[config.mk]
export PLATFORM = sky130hd
export DESIGN_NAME = cap_trust_tracker
export DESIGN_NICKNAME = d
export VERILOG_FILES = /design/src/rtl/ct_pkg.sv /design/src/rtl/ct_thresh_cmp.sv /design/src/rtl/ct_learn_qual.sv /design/src/rtl/ct_charge_count.sv /design/src/rtl/cap_trust_tracker.sv
export SDC_FILE = /design/constraint.sdc
export NUM_CORES = 1
export LEC_CHECK = 0
export BUFFER_PORTS_ARGS = -buffer_cell sky130_fd_sc_hd__buf_2
export CAP_MARGIN = 20
export CORE_MARGIN = 1
export CORE_UTILIZATION = 46
export CTS_CLUSTER_SIZE = 12
export DETAILED_ROUTE_END_ITERATION = 12
export HOLD_SLACK_MARGIN = 0.1
export PLACE_DENSITY = 0.68
export SLEW_MARGIN = 20
export SYNTH_ARGS = -nofsm -noshare
export SYNTH_HDL_FRONTEND = slang
export SYNTH_SLANG_ARGS = --single-unit
[constraint.sdc]
create_clock -name clk -period 6.44 [get_ports clk]
set_input_delay 1.932 -clock clk [delete_from_list [all_inputs] [get_ports clk]]
set_output_delay 1.932 -clock clk [all_outputs]
set_load 0.05 [all_outputs]
[src/rtl/ct_pkg.sv]
package ct_pkg;
    typedef enum logic {
        LRN_IDLE  = 1'b0,
        LRN_ARMED = 1'b1
    } lrn_state_e;

    localparam int unsigned CT_DATA_W = 16;
    localparam int unsigned CT_CNT_W  = 8;
endpackage

[src/rtl/ct_thresh_cmp.sv]
module ct_thresh_cmp #(
    parameter int unsigned DATA_W  = 16,
    parameter int unsigned PCT_NUM = 94,
    parameter int unsigned PCT_DEN = 100
) (
    input  logic [DATA_W-1:0] avail_i,
    input  logic [DATA_W-1:0] learned_i,
    output logic              below_o
);
    localparam int unsigned PROD_W = DATA_W + $clog2(PCT_DEN + 1) + 1;

    logic [PROD_W-1:0] lhs;
    logic [PROD_W-1:0] rhs;

    generate
        if (PCT_NUM >= PCT_DEN) begin : g_full
            assign lhs = PROD_W'(avail_i);
            assign rhs = PROD_W'(learned_i);
        end else begin : g_scaled
            assign lhs = PROD_W'(avail_i) * PROD_W'(PCT_DEN);
            assign rhs = PROD_W'(learned_i) * PROD_W'(PCT_NUM);
        end
    endgenerate

    assign below_o = lhs < rhs;
endmodule

[src/rtl/ct_learn_qual.sv]
module ct_learn_qual
    import ct_pkg::*;
#(
    parameter int unsigned DATA_W   = 16,
    parameter int unsigned SD_W     = 16,
    parameter int unsigned SD_LIMIT = 4096
) (
    input  logic              clk,
    input  logic              rst_n,
    input  logic              chg_i,
    input  logic [DATA_W-1:0] avail_i,
    input  logic [DATA_W-1:0] learned_i,
    input  logic              empty_i,
    input  logic              temp_neg_i,
    input  logic [SD_W-1:0]   selfdis_i,
    output logic              learn_o
);
    typedef struct packed {
        lrn_state_e st;
    } lrn_t;

    lrn_t cur_q, nxt_d;
    logic full;
    logic env_ok;

    assign full   = (avail_i == learned_i);
    assign env_ok = !temp_neg_i && (selfdis_i < SD_W'(SD_LIMIT));

    always_comb begin
        nxt_d   = cur_q;
        learn_o = (cur_q.st == LRN_ARMED) && empty_i && env_ok;
        if (empty_i)
            nxt_d.st = LRN_IDLE;
        else if (full)
            nxt_d.st = LRN_ARMED;
        else if (chg_i)
            nxt_d.st = LRN_IDLE;
    end

    always_ff @(posedge clk) begin
        if (!rst_n)
            cur_q <= '{st: LRN_IDLE};
        else
            cur_q <= nxt_d;
    end


    one_shot_chk: assert property (@(posedge clk) disable iff (!rst_n)
        learn_o |=> !learn_o);


    chg_disarm_chk: assert property (@(posedge clk) disable iff (!rst_n)
        (chg_i && !full && !empty_i) |=> (cur_q.st == LRN_IDLE));


    empty_disarm_chk: assert property (@(posedge clk) disable iff (!rst_n)
        empty_i |=> !learn_o || !empty_i);
endmodule

[src/rtl/ct_charge_count.sv]
module ct_charge_count #(
    parameter int unsigned CNT_W    = 8,
    parameter int unsigned CI_LEVEL = 64
) (
    input  logic             clk,
    input  logic             rst_n,
    input  logic             chg_i,
    input  logic             below_i,
    input  logic             learn_i,
    output logic [CNT_W-1:0] count_o,
    output logic             inacc_o
);
    localparam logic [CNT_W-1:0] CNT_MAX = '1;
    localparam logic [CNT_W-1:0] CI_PRE  = CNT_W'(CI_LEVEL - 1);

    typedef struct packed {
        logic [CNT_W-1:0] count;
        logic             inacc;
        logic             supp;
    } cnt_t;

    cnt_t cur_q, nxt_d;
    logic inc;

    always_comb begin
        nxt_d = cur_q;
        inc   = chg_i && (below_i || !cur_q.supp);
        if (learn_i) begin
            nxt_d.count = '0;
            nxt_d.inacc = 1'b0;
            nxt_d.supp  = 1'b0;
        end else begin
            if (inc && cur_q.count != CNT_MAX)
                nxt_d.count = cur_q.count + 1'b1;
            if (inc && cur_q.count == CI_PRE)
                nxt_d.inacc = 1'b1;
            if (below_i)
                nxt_d.supp = 1'b0;
            else if (chg_i)
                nxt_d.supp = 1'b1;
        end
    end

    always_ff @(posedge clk) begin
        if (!rst_n)
            cur_q <= '0;
        else
            cur_q <= nxt_d;
    end

    assign count_o = cur_q.count;
    assign inacc_o = cur_q.inacc;


    below_inc_chk: assert property (@(posedge clk) disable iff (!rst_n)
        (chg_i && below_i && !learn_i && count_o != CNT_MAX)
        |=> count_o == $past(count_o) + 1'b1);


    supp_hold_chk: assert property (@(posedge clk) disable iff (!rst_n)
        (chg_i && !below_i && cur_q.supp && !learn_i) |=> $stable(count_o));


    no_wrap_chk: assert property (@(posedge clk) disable iff (!rst_n)
        (count_o == CNT_MAX && !learn_i) |=> count_o == CNT_MAX);


    ci_level_chk: assert property (@(posedge clk) disable iff (!rst_n)
        inacc_o == (count_o >= CNT_W'(CI_LEVEL)));


    learn_clear_chk: assert property (@(posedge clk) disable iff (!rst_n)
        learn_i |=> (count_o == '0) && !inacc_o);
endmodule

[src/rtl/cap_trust_tracker.sv]
module cap_trust_tracker
    import ct_pkg::*;
#(
    parameter int unsigned DATA_W   = CT_DATA_W,
    parameter int unsigned CNT_W    = CT_CNT_W,
    parameter int unsigned SD_W     = 16,
    parameter int unsigned SD_LIMIT = 4096,
    parameter int unsigned CI_LEVEL = 64,
    parameter int unsigned PCT_NUM  = 94,
    parameter int unsigned PCT_DEN  = 100
) (
    input  logic              clk,
    input  logic              rst_n,
    input  logic              chg_valid_i,
    input  logic [DATA_W-1:0] avail_i,
    input  logic [DATA_W-1:0] learned_i,
    input  logic              empty_i,
    input  logic              temp_neg_i,
    input  logic [SD_W-1:0]   selfdis_i,
    output logic [CNT_W-1:0]  count_o,
    output logic              inacc_o,
    output logic              learn_ok_o
);
    logic below;
    logic learn;

    ct_thresh_cmp #(
        .DATA_W (DATA_W),
        .PCT_NUM(PCT_NUM),
        .PCT_DEN(PCT_DEN)
    ) u_cmp (
        .avail_i  (avail_i),
        .learned_i(learned_i),
        .below_o  (below)
    );

    ct_learn_qual #(
        .DATA_W  (DATA_W),
        .SD_W    (SD_W),
        .SD_LIMIT(SD_LIMIT)
    ) u_lrn (
        .clk       (clk),
        .rst_n     (rst_n),
        .chg_i     (chg_valid_i),
        .avail_i   (avail_i),
        .learned_i (learned_i),
        .empty_i   (empty_i),
        .temp_neg_i(temp_neg_i),
        .selfdis_i (selfdis_i),
        .learn_o   (learn)
    );

    ct_charge_count #(
        .CNT_W   (CNT_W),
        .CI_LEVEL(CI_LEVEL)
    ) u_cnt (
        .clk    (clk),
        .rst_n  (rst_n),
        .chg_i  (chg_valid_i),
        .below_i(below),
        .learn_i(learn),
        .count_o(count_o),
        .inacc_o(inacc_o)
    );

    assign learn_ok_o = learn;
endmodule

==> flow_summary.ini <==
[clock_network]
clock_sinks = 11
clockRootBuffer = clkbuf_8
cts_tree = built
cts_made_buffers = 3
cts_buffer_depth = 2
clock_latency_ns = 0.24
ctsHoldBuffers = 0
h-tree-depth = 1
clkSlewWorstSetupHoldPaths_ns = 0.04

[global_route]
grt_antenna_before_repair = 0
grt_max_degree = 10
globalRouteOverflowTotal = 0
grt.total_usage_pct = 21.49
grt_pass1_wl_um = 19890
grt_pass1_vias = 4544

[timing]
setup-tns-final_ns = -1.872
fin_ws_ns = -0.2753
holdWs_ns = 0.5029
rsz0062_at_grt = true
tightest_slew_ns = 0.6670
setup_viol = 9
slew_headroom_pct = 55.13
slew_violations = 0
finalCriticalPeriod_ns = 6.715
fmaxAchievable_mhz = 148.9
post-route-period-util_pct = 104.3
fin_skew_ns = 0.006656
hold_violations = 0

[finish]
layout_common_cells = inv_1 (124), ha_1 (103), buf_4 (102)
seq_area_um2 = 220.2
drive_above_1_share_pct = 30.45
diodes = 0
fillers = 858
multiInputGateArea_um2 = 4571
final_common_cell = inv_1
nNetsFinal = 953
syn_to_final_growth_pct = 33.32

[synthesis]
ys_async_sr_fraction_pct = 0
synth_top_flop_cell = dfxtp_1
synth_nets = 803
avgSynthCellArea_um2 = 8.545
synth_edf_count = 0
syn_inst = 580
ys_ff_latch = 11
syn_area_um2 = 4956
yosys_warnings = 0
synth_seq_area_share_pct = 4.443
ys_types = 50

[worst_setup_path]
worstSetupPathType = input port to flop
crit_top_cell = fa_1
slowest_stage = fa_1
r2r_cells = 7
cp.arrival_ns = 6.83
cp-end-kind = flop
r2r_start = u_cnt.count_o[0]
path_max_fanout = 4
r2r_setup_slack_ns = 4.52
crit_chain = buf_2 > fa_1 > fa_1 > inv_1 > fa_1 > inv_1 > ha_4 > o21ai_2 > o21bai_4 > or3_4 > o21ai_4 > and4b_1 > nor3_2 > ha_1 > and4_1 > a221o_2 > buf_4 > buf_6 > o21ai_4 > and4bb_2 > nor3_2
timing.rr.end = u_cnt.count_o[5]
max_stage_delay_ns = 0.54
cp.required_ns = 6.55
cp-start-kind = input port

[worst_hold_path]
worstHoldStart = u_cnt.inacc_o
hp-class = flop to flop
holdPathStages = 2
hold_end = u_cnt.inacc_o

[placed_design]
io_buffers = 50
dp_slack_ns = -0.6498
gp_congestion = 0.8623
dp_hpwl_um = 9958

[detailed_routing]
ant_nets = 0
wl_um = 11970
drc = 0
num_vias = 4532
routed_via_density = 5.239
drt-initial-drc-count = 156
wire_per_inst_um = 13.84
first_pass_iters = 5

[floorplan]
die_area_um2 = 11190
core_area_um2 = 10370
io-pin-count = 63
start_util_pct = 47.79
die_y_um = 105.8
rows = 37
dieWidth_um = 105.8

[run_status]
violations = setup timing
status = finished with violations

[power]
leakagePower_uw = 0.003481
p_per_area_nw_per_um2 = 346.3
peakVddDrop_mv = 0.1803

[run]
drv_cap = 0
## kinds of logic (layout without fill, tap and decap cells)
| kind of cell | after synthesis | after routing | share of synthesized area [%] |
|---|---|---|---|
| mux | 2 | 2 | 0.4040 |
| flops | 11 | 11 | 4.443 |
| compound gates | 107 | 107 | 14.09 |
| simple gates | 103 | 103 | 10.96 |
| xor+xnor | 45 | 45 | 7.953 |
| fa+ha+maj | 170 | 170 | 50.80 |
| buf+inv | 142 | 291 | 11.36 |
## how the worst max path moves through the flow
stage,from,to,slack (ns),cells past startpoint
floorplan,learned_i[4],u_cnt.count_o[7],-0.11,20
global placement,learned_i[5],u_cnt.count_o[6],-0.58,21
detailed placement,learned_i[8],u_cnt.count_o[6],-0.65,21
CTS,learned_i[10],u_cnt.count_o[5],-0.30,20
global route,learned_i[12],u_cnt.count_o[5],-0.45,20
finish,learned_i[12],u_cnt.count_o[6],-0.28,21
## per-stage QoR
step,total power [µW],utilization [%],cells,cell area (µm²)
after floorplan,1252,-,580,5005
after global placement,1742,58.04,845,6018
after detailed placement,1810,58.04,845,6018
after CTS,1959,59.97,853,6218
after global routing,2544,63.72,865,6608
final,2289,63.72,865,6608
## registers in the layout (all words and copies together), names as in the netlist
name / flops
u_cnt.count_o: 8
u_cnt.cur_q: 1
u_cnt.inacc_o: 1
u_lrn.cur_q: 1
## where the power goes
part / total (µW) / switching [µW] / leakage (µW) / internal (µW)
clock: 69.3 / 25.8 / 0.0000228 / 43.4
combinational: 2130 / 1060 / 0.00337 / 1080
sequential: 84.7 / 10.5 / 0.0000891 / 74.2
## repair_timing
item / CTS / global route
pin swaps: 34 / 51
buffers inserted: 5 / 12
gates resized for setup: 30 / 57
gates cloned: 0 / 0
setup endpoints to repair: 10 / 10
## routing by layer
metal	GRT usage, %	wire length (µm)
met3	1.670	310
met1	27.29	5209
met2	40.24	6337
met5	0	0
met4	2.877	114
## Yosys cell counts, types with 5 or more instances
library cell  instances  area (µm²)
a21o_1               11       82.58
nand3_1              12       60.06
nand2_1              15       56.30
nand4_1               5       31.28
xor2_1               18       157.7
xnor2_1              27       236.5
fa_1                 52        1041
ha_1                118        1476
nor2_1               27       101.4
o21a_1               10       75.07
o21ai_0              21       105.1
dfxtp_1              11       220.2
a21oi_1              31       155.2
nor3_1                9       45.04
buf_4                 8       60.06
and3_1                6       37.54
a211oi_1              6       45.04
a31oi_1               5       31.28
inv_1               134       503.0
## critical path, delay by kind of cell
family	cells	cell delay (ns)
adders and majority gates	5	2.08
and+or+nand+nor	6	1.16
AOI/OAI and AO/OA	5	1.10
buffers and inverters	5	0.53
## final cells by class
type	instances	share of cell area (%)
multi-input combinational	427	69.17
tap	136	2.575
clock buffer	4	0.6817
timing repair buffer	153	16.63
inverter	134	7.612
sequential	11	3.333
Note: power is estimated with default switching activity, not from simulation.
